[src/rtl/bsn_ctrl_pkg.sv]
package bsn_ctrl_pkg;
  localparam int unsigned ADR_MODE = 0;
  localparam int unsigned ADR_BPS  = 1;
  localparam int unsigned ADR_SEQ_LO = 2;
  localparam int unsigned ADR_SEQ_HI = 3;

  typedef enum logic [1:0] {
    MODE_OFF = 2'b00,
    MODE_NOW = 2'b01,
    MODE_PPS = 2'b11
  } mode_e;
endpackage

[src/rtl/bsn_ctrl_mode.sv]
module bsn_ctrl_mode
  import bsn_ctrl_pkg::*;
(
  input  logic       clk_i,
  input  logic       rst_ni,
  input  logic       wr_i,
  input  logic [1:0] wdata_i,
  input  logic       src_on_i,
  output logic       en_o,
  output logic       pps_o,
  output logic [1:0] rd_val_o
);
  mode_e mode_q;

  always_ff @(posedge clk_i or negedge rst_ni) begin
    if (!rst_ni) mode_q <= MODE_OFF;
    else if (wr_i) begin
      // bit 0 gates the whole request; bit 1 alone means off
      if (!wdata_i[0])     mode_q <= MODE_OFF;
      else if (wdata_i[1]) mode_q <= MODE_PPS;
      else                 mode_q <= MODE_NOW;
    end
  end

  assign en_o     = mode_q[0];
  assign pps_o    = mode_q[1];
  assign rd_val_o = src_on_i ? mode_q : MODE_OFF;
endmodule

[src/rtl/bsn_ctrl_init.sv]
module bsn_ctrl_init #(
  parameter int unsigned WORD_W = 32,
  localparam int unsigned SEQ_W = 2 * WORD_W
) (
  input  logic              clk_i,
  input  logic              rst_ni,
  input  logic              wr_lo_i,
  input  logic              wr_hi_i,
  input  logic [WORD_W-1:0] wdata_i,
  output logic [SEQ_W-1:0]  seq_o,
  output logic              load_o
);
  logic [WORD_W-1:0] stage_lo_q;

  always_ff @(posedge clk_i or negedge rst_ni) begin
    if (!rst_ni) begin
      stage_lo_q <= '0;
      seq_o      <= '0;
      load_o     <= 1'b0;
    end else begin
      load_o <= wr_hi_i;
      if (wr_lo_i) stage_lo_q <= wdata_i;
      if (wr_hi_i) seq_o <= {wdata_i, stage_lo_q};
    end
  end
endmodule

[src/rtl/bsn_ctrl_capture.sv]
module bsn_ctrl_capture #(
  parameter int unsigned WORD_W = 32,
  localparam int unsigned SEQ_W = 2 * WORD_W
) (
  input  logic              clk_i,
  input  logic              rst_ni,
  input  logic              sync_i,
  input  logic              sop_i,
  input  logic [SEQ_W-1:0]  seq_i,
  input  logic              rd_lo_i,
  output logic [WORD_W-1:0] lo_o,
  output logic [WORD_W-1:0] hi_o
);
  logic [SEQ_W-1:0]  cap_q;
  logic [WORD_W-1:0] shadow_hi_q;

  always_ff @(posedge clk_i or negedge rst_ni) begin
    if (!rst_ni) begin
      cap_q       <= '0;
      shadow_hi_q <= '0;
    end else begin
      if (sync_i && sop_i) cap_q <= seq_i;
      // freeze upper word against the value the lower read sees
      if (rd_lo_i) shadow_hi_q <= cap_q[SEQ_W-1:WORD_W];
    end
  end

  assign lo_o = cap_q[WORD_W-1:0];
  assign hi_o = shadow_hi_q;
endmodule

[src/rtl/bsn_ctrl_regs.sv]
module bsn_ctrl_regs
  import bsn_ctrl_pkg::*;
#(
  parameter int unsigned ADDR_W = 3,
  parameter int unsigned WORD_W = 32,
  parameter int unsigned DEF_BLK_PER_SYNC = 8,
  localparam int unsigned SEQ_W = 2 * WORD_W
) (
  input  logic              clk_i,
  input  logic              rst_ni,
  input  logic              wr_en_i,
  input  logic              rd_en_i,
  input  logic [ADDR_W-1:0] addr_i,
  input  logic [WORD_W-1:0] wdata_i,
  output logic [WORD_W-1:0] rdata_o,
  output logic              rvalid_o,
  output logic              src_en_o,
  output logic              src_en_pps_o,
  output logic [WORD_W-1:0] blk_per_sync_o,
  output logic [SEQ_W-1:0]  init_seq_o,
  output logic              init_seq_load_o,
  input  logic              src_on_i,
  input  logic              sync_i,
  input  logic              sop_i,
  input  logic [SEQ_W-1:0]  seq_i
);
  logic sel_mode, sel_bps, sel_lo, sel_hi;
  logic [1:0]        mode_rd;
  logic [WORD_W-1:0] cap_lo, cap_hi;
  logic [WORD_W-1:0] rd_mux;

  assign sel_mode = (addr_i == ADDR_W'(ADR_MODE));
  assign sel_bps  = (addr_i == ADDR_W'(ADR_BPS));
  assign sel_lo   = (addr_i == ADDR_W'(ADR_SEQ_LO));
  assign sel_hi   = (addr_i == ADDR_W'(ADR_SEQ_HI));

  bsn_ctrl_mode u_mode (
    .clk_i    (clk_i),
    .rst_ni   (rst_ni),
    .wr_i     (wr_en_i && sel_mode),
    .wdata_i  (wdata_i[1:0]),
    .src_on_i (src_on_i),
    .en_o     (src_en_o),
    .pps_o    (src_en_pps_o),
    .rd_val_o (mode_rd)
  );

  bsn_ctrl_init #(.WORD_W(WORD_W)) u_init (
    .clk_i   (clk_i),
    .rst_ni  (rst_ni),
    .wr_lo_i (wr_en_i && sel_lo),
    .wr_hi_i (wr_en_i && sel_hi),
    .wdata_i (wdata_i),
    .seq_o   (init_seq_o),
    .load_o  (init_seq_load_o)
  );

  bsn_ctrl_capture #(.WORD_W(WORD_W)) u_cap (
    .clk_i   (clk_i),
    .rst_ni  (rst_ni),
    .sync_i  (sync_i),
    .sop_i   (sop_i),
    .seq_i   (seq_i),
    .rd_lo_i (rd_en_i && sel_lo),
    .lo_o    (cap_lo),
    .hi_o    (cap_hi)
  );

  always_ff @(posedge clk_i or negedge rst_ni) begin
    if (!rst_ni) blk_per_sync_o <= WORD_W'(DEF_BLK_PER_SYNC);
    else if (wr_en_i && sel_bps) blk_per_sync_o <= wdata_i;
  end

  always_comb begin
    rd_mux = '0;
    if (sel_mode)    rd_mux = {{(WORD_W-2){1'b0}}, mode_rd};
    else if (sel_bps) rd_mux = blk_per_sync_o;
    else if (sel_lo)  rd_mux = cap_lo;
    else if (sel_hi)  rd_mux = cap_hi;
  end

  always_ff @(posedge clk_i or negedge rst_ni) begin
    if (!rst_ni) begin
      rdata_o  <= '0;
      rvalid_o <= 1'b0;
    end else begin
      rvalid_o <= rd_en_i;
      rdata_o  <= rd_en_i ? rd_mux : '0;
    end
  end
endmodule

[config.mk]
export PLATFORM = sky130hd
export DESIGN_NAME = bsn_ctrl_regs
export DESIGN_NICKNAME = d
export VERILOG_FILES = /design/src/rtl/bsn_ctrl_pkg.sv /design/src/rtl/bsn_ctrl_mode.sv /design/src/rtl/bsn_ctrl_init.sv /design/src/rtl/bsn_ctrl_capture.sv /design/src/rtl/bsn_ctrl_regs.sv
export SDC_FILE = /design/constraint.sdc
export NUM_CORES = 1
export LEC_CHECK = 0
export ABC_AREA = 1
export BUFFER_PORTS_ARGS = -buffer_cell sky130_fd_sc_hd__buf_2
export CAP_MARGIN = 10
export CORE_ASPECT_RATIO = 0.7
export CORE_MARGIN = 3
export CORE_UTILIZATION = 50
export CTS_CLUSTER_SIZE = 8
export DETAILED_ROUTE_END_ITERATION = 7
export PLACE_DENSITY = 0.75
export SYNTH_ARGS = -nofsm -noshare
export SYNTH_HDL_FRONTEND = slang
export SYNTH_SLANG_ARGS = --single-unit
[constraint.sdc]
create_clock -name clk_i -period 1.2 [get_ports clk_i]
set_input_delay 0 -clock clk_i [delete_from_list [all_inputs] [get_ports clk_i]]
set_output_delay 0 -clock clk_i [all_outputs]
set_load 0.1 [all_outputs]
==> results of run 1 <==
## Yosys cell counts
master      n  area [sq um]
dfstp_2     1          26.3
clkbuf_1   31           116
o21ai_0    67           335
o21ai_1    32           160
buf_2      24           120
mux2_2     64           721
inv_2       2          7.51
dfrtp_1   259          6480
nand4_1     4          25.0
nor2_2      1          6.26
nand2_1   335          1260
nor3_4      1          16.3
buf_1       3          11.3
nand2_2     1          6.26
inv_1      96           360
nor2_1     39           146
a21oi_1    58           290
nand3_1    36           180
## metrics by stage
stage | hold slack [ns] | power (mW) | cells
finish | 0.0635 | 31.0 | 1714
CTS | 0.0294 | 30.8 | 1711
floorplan | -0.296 | 18.2 | 1054
global placement | -0.0376 | 20.0 | 1544
detailed placement | -0.0379 | 20.2 | 1544
global route | 0.0875 | 32.2 | 1711
## kinds of logic (layout without fill, tap and decap cells)
kind of cell / Yosys count / after routing / share of synthesized area
AO/OA/AOI/OAI: 157 / 157 / 0.0765
buffers and inverters: 156 / 543 / 0.0600
flip-flops: 260 / 260 / 0.634
multiplexers: 64 / 64 / 0.0702
other: 0 / 3 / 0
AND/OR/NAND/NOR: 417 / 417 / 0.160
## worst min-delay path by stage
stage                     depth (start not counted)                 to  slack [ns]
final                                             2    u_cap.cap_q[50]        0.06
after global routing                              2    u_cap.cap_q[50]        0.09
after CTS                                         6         rdata_o[1]        0.03
after detailed placement                          1    u_cap.cap_q[50]       -0.04
after global placement                            1    u_cap.cap_q[50]       -0.04
after floorplan                                   0  blk_per_sync_o[0]       -0.30
## state kept, by name, indices dropped and copies added (netlist names)
signal and flops:
u_cap.cap_q 64, rdata_o 32, u_init.seq_o 64, u_cap.hi_o 32
u_mode.mode_q 2, rvalid_o 1, u_init.load_o 1, u_init.stage_lo_q 32
blk_per_sync_o 32
## metal layers
metal,up-vias,routed length (um),share of wire,global-route usage
li1,4065,-,-,-
met1,4400,13100,0.42,0.382
met2,381,15000,0.48,0.451
met3,69,2340,0.075,0.0624
met4,0,828,0.026,0.0803
met5,-,0,0,0
## report_power, final
group          leakage, nW  internal, mW  switching (mW)
clock                0.520          6.04            3.70
combinational         3.80          2.48            7.37
sequential            3.22          10.3            1.05
## final cells by class
cell class,instances,area (sq um)
clock buffers,56,1020
inverters,98,368
repair buffers,385,3260
well taps,270,338
flip-flops and latches,260,6550
diodes,3,7.51
clock inverters,4,63.8
fillers,1335,5200
multi-input cells,638,3150
## cells in the final DEF (no fill, tap or decap), drive strengths merged
master	Yosys	final
nor3	1	1
nand3	36	36
a21oi	58	58
dfstp	1	1
nand4	4	4
diode	0	3
clkbuf	31	56
bufinv	0	1
dfrtp	259	259
nor2	40	40
nand2	336	336
o21ai	99	99
inv	98	100
mux2	64	64
buf	27	279
clkinv	0	1
dlygate4sd3	0	106
## repair_timing
item                                    in CTS  in global routing
resized for setup                          144                 32
endpoints found under the setup margin     132                 33
gates cloned                                 0                  0
setup buffers                                1                  0
hold buffers                               106                  0
hold endpoints to repair                   438                  0
==> results.toml, run 1 <==
[outcome]
run_status = "finished with violations"
failed_checks = "negative setup slack"

[finish]
nNetsFinal = 1527
drive_gt1_frac = 0.297
layout.cell_area.non_filler_sq_mm = 0.0148
final_util = 0.739
areaGrowthSynthToFinish_pct = 43.7

[setup_path]
critical_path.cell_chain = "buf_12"
cp_max_fo = 2
critPathArrivalTime_ns = 1.23
critPathTopFamily = "flip-flops"
critPathRequiredTime_ns = 1.20
timing.critical_path.depth = 1
timing.critical_path.slowest_stage_cell = "dfstp_2"
critPathLaunch = "blk_per_sync_o[3]"
timing.critical_path.to = "blk_per_sync_o[3]"
worstRegToRegCells = 5
timing_worst_setup_path_type = "flip-flop to primary output"
worst_r2r_startpoint = "blk_per_sync_o[3]"
r2r-end = "rdata_o[3]"
cp_slowest_stage_delay_ns = 0.56
critical_path_buf_inv_count = 1
crit_path_end_kind = "primary output"
ff2ff_setup_slack_ns = 0.21
worstSetupStartpointType = "flip-flop"

[sta]
rsz_0062_raised_after_global_routing = "yes"
timing.max_slew.rel_slack = 0.686
finalClockSkew_ns = 0.00995
finalHoldViolations = 0
timing.final.crit_period_ns = 1.23
max_slew.worst_pin.slew_ns = 0.472
tns_ns = -0.0290
final_critical_path_share_of_the_clock_period = 1.02
maxClockFrequency_mhz = 814
finalWorstSetupSlack_ns = -0.0290
maxSlewViolCount = 0
final_setup_violations = 1

[die]
start_util = 0.514
placementRows = 43
dieArea_sq_mm = 0.0223
die_h_um = 126
design.portCount = 238
core_area_sq_mm = 0.0200
dieWidth_um = 177

[clock_network]
clock_sink_count = 260
clock_tree_from_tritoncts = "yes"
h-tree-depth = 2
clock_tree_root = "clkbuf_16"
numCtsBuffers = 38
clk_pin_slew_worst_paths_ns = 0.05
cts.path.max_buffers = 3
clock_latency_ns = 0.50

[synthesis]
synth_cell_type_count = 18
syn_inst = 1054
synth_area_per_cell_sq_um = 9.74
ys_seq_area_frac = 0.634
yosysWarningCount = 0
synth_fp_nets = 1160
synth.ff_latch_count = 260
synth.cell_area_sq_mm = 0.0103

[job]
timing.max_cap.violations = 0

[power]
p_per_area_mw_per_mm2 = 2100
ir_worst_vdd_mv = 1.78
power.static_leakage_nw = 7.55

[routing]
antenna_left = 0
dr_total_vias = 8915
drc_errors = 0
drt-total-wl_mm = 31.3
drt-pass1-iter-count = 6
drtIter0Drc = 867
post_drt_via_cell_ratio = 5.20
avgRoutedWirePerCell_um = 18.2

[placed_design]
postPlaceCellArea_sq_mm = 0.0121
pre_cts_ws_ns = -0.0271
place_hpwl_mm = 18.7
buffer_ports.inserted = 237
gp_routability_congestion = 0.878

[global_route]
number_of_antenna_violations_at_the_first_check_in_global_routing = 0
grt_first_pass_wirelength_mm = 49.3
global_route.usage.total = 0.279
grt_start_max_net_pins = 61
grt-ovfl-total = 0
grt_pass1_vias = 9234

[min_path]
min_path_type = "input port to asynchronous set/reset pin"
No activity file was read; power rests on OpenSTA's default activity.
==> run 2: changes to the inputs <==
--- a/config.mk
+++ b/config.mk
@@ -14,6 +14,7 @@
 export CTS_CLUSTER_SIZE = 8
 export DETAILED_ROUTE_END_ITERATION = 7
 export PLACE_DENSITY = 0.75
+export SKIP_CTS_REPAIR_TIMING = 1
 export SYNTH_ARGS = -nofsm -noshare
 export SYNTH_HDL_FRONTEND = slang
 export SYNTH_SLANG_ARGS = --single-unit
==> constraint.sdc (replaced) <==
create_clock -name clk_i -period 1.5 [get_ports clk_i]
set_input_delay 0 -clock clk_i [delete_from_list [all_inputs] [get_ports clk_i]]
set_output_delay 0 -clock clk_i [all_outputs]
set_load 0.1 [all_outputs]
==> results.toml, run 2 (same netlist as run 1, synthesis figures left out) <==
[outcome]
run_status = "finished with violations"
failed_checks = "negative hold slack"

[setup_path]
cp_slowest_stage_delay_ns = 0.48
critPathTopFamily = "buffers and inverters"
crit_path_end_kind = "primary output"
critical_path.cell_chain = "buf_2"
worstSetupStartpointType = "flip-flop"
cp_max_fo = 3
ff2ff_setup_slack_ns = 0.07
critPathArrivalTime_ns = 1.45
timing.critical_path.slowest_stage_cell = "buf_2"
critPathRequiredTime_ns = 1.50
critical_path_buf_inv_count = 1
timing_worst_setup_path_type = "flip-flop to primary output"

[die]
die_h_um = 126
core_area_sq_mm = 0.0200
dieArea_sq_mm = 0.0223
design.portCount = 238
start_util = 0.514
placementRows = 43
dieWidth_um = 177

[global_route]
grt_pass1_vias = 8191
grt_start_max_net_pins = 83
number_of_antenna_violations_at_the_first_check_in_global_routing = 0
global_route.usage.total = 0.237
grt_first_pass_wirelength_mm = 42.2
grt-ovfl-total = 0

[clock_network]
clock_sink_count = 260
clock_tree_from_tritoncts = "yes"
clk_pin_slew_worst_paths_ns = 0.05
numCtsBuffers = 38
clock_latency_ns = 0.49
clock_tree_root = "clkbuf_16"
h-tree-depth = 2
cts.path.max_buffers = 3

[sta]
rsz_0062_raised_after_global_routing = "no"
hold_ws_ns = -0.0273
timing.final.crit_period_ns = 1.45
final_critical_path_share_of_the_clock_period = 0.970
max_slew.worst_pin.slew_ns = 0.764
timing.max_slew.rel_slack = 0.490
maxSlewViolCount = 0
finalClockSkew_ns = 0.0153
final_setup_violations = 0
maxClockFrequency_mhz = 688
finalHoldViolations = 3
tns_ns = 0

[routing]
post_drt_via_cell_ratio = 5.08
drc_errors = 0
drtIter0Drc = 586
dr_total_vias = 8562
avgRoutedWirePerCell_um = 17.0
drt-pass1-iter-count = 5
antenna_left = 0
drt-total-wl_mm = 28.6

[placed_design]
buffer_ports.inserted = 237
gp_routability_congestion = 0.867
place_hpwl_mm = 17.9

[finish]
layout.cells.most_common = "nand2_1"
fillers = 1485
layout.area.seq_sq_mm = 0.00651
highest_count_cells_in_the_layout_ignoring_fill_and_taps = "nand2_1 (332), dfrtp_1 (259), buf_2 (235), dlygate4sd3_1 (105), inv_1 (96)"
areaGrowthSynthToFinish_pct = 36.8
final_util = 0.704
nNetsFinal = 1513
drive_gt1_frac = 0.269
diodes = 0
multiInputGateArea_sq_mm = 0.00315
biggestRegsByFlops = "u_cap.cap_q x64, u_init.seq_o x64"

[job]
timing.max_cap.violations = 0

[power]
ir_worst_vdd_mv = 1.32
p_per_area_mw_per_mm2 = 1700
power.static_leakage_nw = 7.41

[min_path]
min_path_type = "input port to flip-flop"
-- run 2: cell count changes in the layout (fill, tap and decap cells not counted), sizes merged --
cell / previous run / this run
buf: 279 / 265
dlygate4sd3: 106 / 105
inv: 100 / 99
clkinv: 1 / 0
clkbuf: 56 / 48
diode: 3 / 0
-- run 2: final timing paths --
kind,start,end,depth (start not counted)
setup / recovery,blk_per_sync_o[0],blk_per_sync_o[0],1
hold / removal,addr_i[2],rdata_o[1],6
setup reg to reg,blk_per_sync_o[0],rdata_o[0],5
hold reg to reg,u_init.stage_lo_q[19],u_init.seq_o[19],2
max in group asynchronous,rst_ni,blk_per_sync_o[3],3
min in group asynchronous,rst_ni,u_cap.hi_o[14],2
-- run 2: per-layer routing --
metal / track usage / wire length [um] / vias to the layer above
met1: 0.326 / 12100 / 4131
met2: 0.373 / 13500 / 329
li1: - / - / 4036
met5: 0 / 0 / -
met4: 0.0605 / 752 / 0
met3: 0.0693 / 2250 / 66
-- run 2: tightest hold or removal path: stages --
cell	delay, ns
buf_2	0.12
inv_2	0.06
nand4_1	0.08
nand2_1	0.05
nor2_1	0.08
nor2_1	0.04
-- run 2: layout make-up --
type | instances | area share
Sequential cell | 260 | 0.463
Multi-Input combinational cell | 638 | 0.225
Timing Repair Buffer | 371 | 0.188
Clock buffer | 47 | 0.0716
Inverter | 98 | 0.0262
Tap cell | 270 | 0.0240
Clock inverter | 2 | 0.00276
-- run 2: per-stage QoR --
step / instance area (sq um) / power (mW) / setup slack [ns] / cells
finish: 14000 / 23.9 / 0.0455 / 1686
global placement: 11900 / 16.0 / -0.216 / 1531
floorplan: 10300 / 14.5 / 0.172 / 1054
detailed placement: 12000 / 16.1 / 0.0664 / 1532
CTS: 13000 / 23.8 / 0.0222 / 1581
global route: 14000 / 24.8 / 0.00249 / 1686
-- run 2: where the power goes --
part	internal, mW	switching [mW]
combinational	1.45	5.81
clock	4.80	2.82
sequential	8.23	0.749
total	14.5	9.38
==> run 3: changes to the inputs <==
--- a/config.mk
+++ b/config.mk
@@ -6,14 +6,16 @@
 export NUM_CORES = 1
 export LEC_CHECK = 0
 export ABC_AREA = 1
-export BUFFER_PORTS_ARGS = -buffer_cell sky130_fd_sc_hd__buf_2
+export BUFFER_PORTS_ARGS = -buffer_cell sky130_fd_sc_hd__buf_4
 export CAP_MARGIN = 10
+export CELL_PAD_IN_SITES_DETAIL_PLACEMENT = 0
+export CELL_PAD_IN_SITES_GLOBAL_PLACEMENT = 1
 export CORE_ASPECT_RATIO = 0.7
 export CORE_MARGIN = 3
-export CORE_UTILIZATION = 50
+export CORE_UTILIZATION = 44
 export CTS_CLUSTER_SIZE = 8
 export DETAILED_ROUTE_END_ITERATION = 7
-export PLACE_DENSITY = 0.75
+export PLACE_DENSITY_LB_ADDON = 0.1
 export SKIP_CTS_REPAIR_TIMING = 1
 export SYNTH_ARGS = -nofsm -noshare
 export SYNTH_HDL_FRONTEND = slang
==> results.toml, run 3 (same netlist as run 1, synthesis figures left out) <==
[outcome]
run_status = "finished with violations"
failed_checks = "negative hold slack"

[placed_design]
postPlaceCellArea_sq_mm = 0.0126
pre_cts_ws_ns = 0.137
place_hpwl_mm = 18.9
buffer_ports.inserted = 237
gp_routability_congestion = 0.810

[power]
combinational_power_share = 0.314
ir_worst_vdd_mv = 1.02
power.internal_mw = 15.1
power.share.switching = 0.383
power.static_leakage_nw = 7.56
sequentialPowerShare = 0.366
p_per_area_mw_per_mm2 = 1660
total_switching_power_mw = 9.36
power.clock.fraction = 0.320

[global_route]
grt_first_pass_wirelength_mm = 43.4
number_of_antenna_violations_at_the_first_check_in_global_routing = 1
grt_pass1_vias = 7791
global_route.usage.total = 0.216
grt_start_max_net_pins = 65
grt-ovfl-total = 0

[die]
die_h_um = 134
design.portCount = 238
core_area_sq_mm = 0.0228
dieWidth_um = 189
dieArea_sq_mm = 0.0252
start_util = 0.450
placementRows = 46

[setup_path]
cp_slowest_stage_delay_ns = 0.55
timing.critical_path.slowest_stage_cell = "dfstp_2"
cp_max_fo = 3
critPathArrivalTime_ns = 1.33
critical_path.cell_chain = "buf_4"
critPathTopFamily = "flip-flops"
critPathRequiredTime_ns = 1.50
worstSetupStartpointType = "flip-flop"
timing_worst_setup_path_type = "flip-flop to primary output"
critical_path_buf_inv_count = 1
crit_path_end_kind = "primary output"

[routing]
drtIter0Drc = 453
post_drt_via_cell_ratio = 4.80
drc_errors = 0
avgRoutedWirePerCell_um = 16.5
antenna_left = 0
drt-pass1-iter-count = 4
drt-total-wl_mm = 28.5
dr_total_vias = 8305

[finish]
nNetsFinal = 1513
layout.cell_area.non_filler_sq_mm = 0.0147
fillers = 1923
layout.area.seq_sq_mm = 0.00651
areaGrowthSynthToFinish_pct = 43.4
highest_count_cells_in_the_layout_ignoring_fill_and_taps = "nand2_1 (332), dfrtp_1 (259), buf_4 (254), dlygate4sd3_1 (102), inv_1 (96)"
drive_gt1_frac = 0.272
multiInputGateArea_sq_mm = 0.00315
biggestRegsByFlops = "u_cap.cap_q x64, u_init.seq_o x64"
layout.cells.most_common = "nand2_1"

[sta]
maxSlewViolCount = 0
max_slew.worst_pin.slew_ns = 0.588
finalWorstSetupSlack_ns = 0.168
final_critical_path_share_of_the_clock_period = 0.888
rsz_0062_raised_after_global_routing = "no"
hold_ws_ns = -0.00859
timing.final.crit_period_ns = 1.33
final_setup_violations = 0
timing.max_slew.rel_slack = 0.607
maxClockFrequency_mhz = 751
finalHoldViolations = 1
finalClockSkew_ns = 0.00766

[min_path]
min_path_type = "input port to flip-flop"

[clock_network]
numCtsBuffers = 38
h-tree-depth = 2
cts.path.max_buffers = 3
clock_sink_count = 260
clk_pin_slew_worst_paths_ns = 0.05
clock_tree_root = "clkbuf_16"
clock_tree_from_tritoncts = "yes"
clock_latency_ns = 0.49

[job]
timing.max_cap.violations = 0
[run 3: cell types whose count changed in the layout (fill, tap and decap cells not counted), sizes merged]
cell / change
diode: +1
dlygate4sd3: -3
buf: +4
inv: -1
[run 3: layout make-up]
class                   instances  area share
diodes                          1    0.000170
clock buffers                  48      0.0715
clock inverters                 1     0.00204
inverters                      98      0.0250
multi-input cells             638       0.214
flip-flops and latches        260       0.442
well taps                     312      0.0265
repair buffers                371       0.219
[run 3: path summary, 6_finish.rpt]
check	startpoint	to	slack, ns	depth (start not counted)
worst max-delay path	blk_per_sync_o[3]	blk_per_sync_o[3]	0.17	1
worst min-delay path	addr_i[2]	rdata_o[31]	-0.009	5
worst max register to register	blk_per_sync_o[3]	rdata_o[3]	0.59	4
worst min register to register	u_init.stage_lo_q[30]	u_init.seq_o[30]	0.46	2
max in group asynchronous	rst_ni	u_init.stage_lo_q[31]	0.83	3
min in group asynchronous	rst_ni	u_cap.cap_q[43]	0.07	2
[run 3: worst reg2reg max path, cell delays in order, from the launching register on]
cell and delay (ns):
dfstp_2 0.55, inv_1 0.05, nand2_1 0.08, nand2_1 0.06
nor2_1 0.11
[run 3: layer usage]
metal | wire, um | up-vias | track usage
met5 | 0 | - | 0
met4 | 437 | 0 | 0.0451
met3 | 1910 | 39 | 0.0718
met2 | 13100 | 237 | 0.324
met1 | 13100 | 3989 | 0.309
li1 | - | 4040 | -
[run 3: metrics by stage]
step | total power, mW | instances | TNS [ns] | util
2_1_floorplan | 14.5 | 1054 | 0 | -
3_3_place_gp | 16.5 | 1576 | -4.96 | 0.553
3_5_place_dp | 16.5 | 1577 | 0 | 0.554
4_1_cts | 24.5 | 1626 | 0 | 0.601
5_1_grt | 25.5 | 1729 | 0 | 0.646
6_report | 24.5 | 1729 | 0 | 0.646
[run 3: power groups by stage]
stage                     combinational [mW]  sequential (mW)  clock (mW)
after CTS                               7.52             8.96        7.98
after detailed placement                7.50             9.04           0
after global routing                    8.09             9.11        8.28
after floorplan                         1.35             13.1           0
final                                   7.67             8.95        7.82
after global placement                  7.43             9.05           0
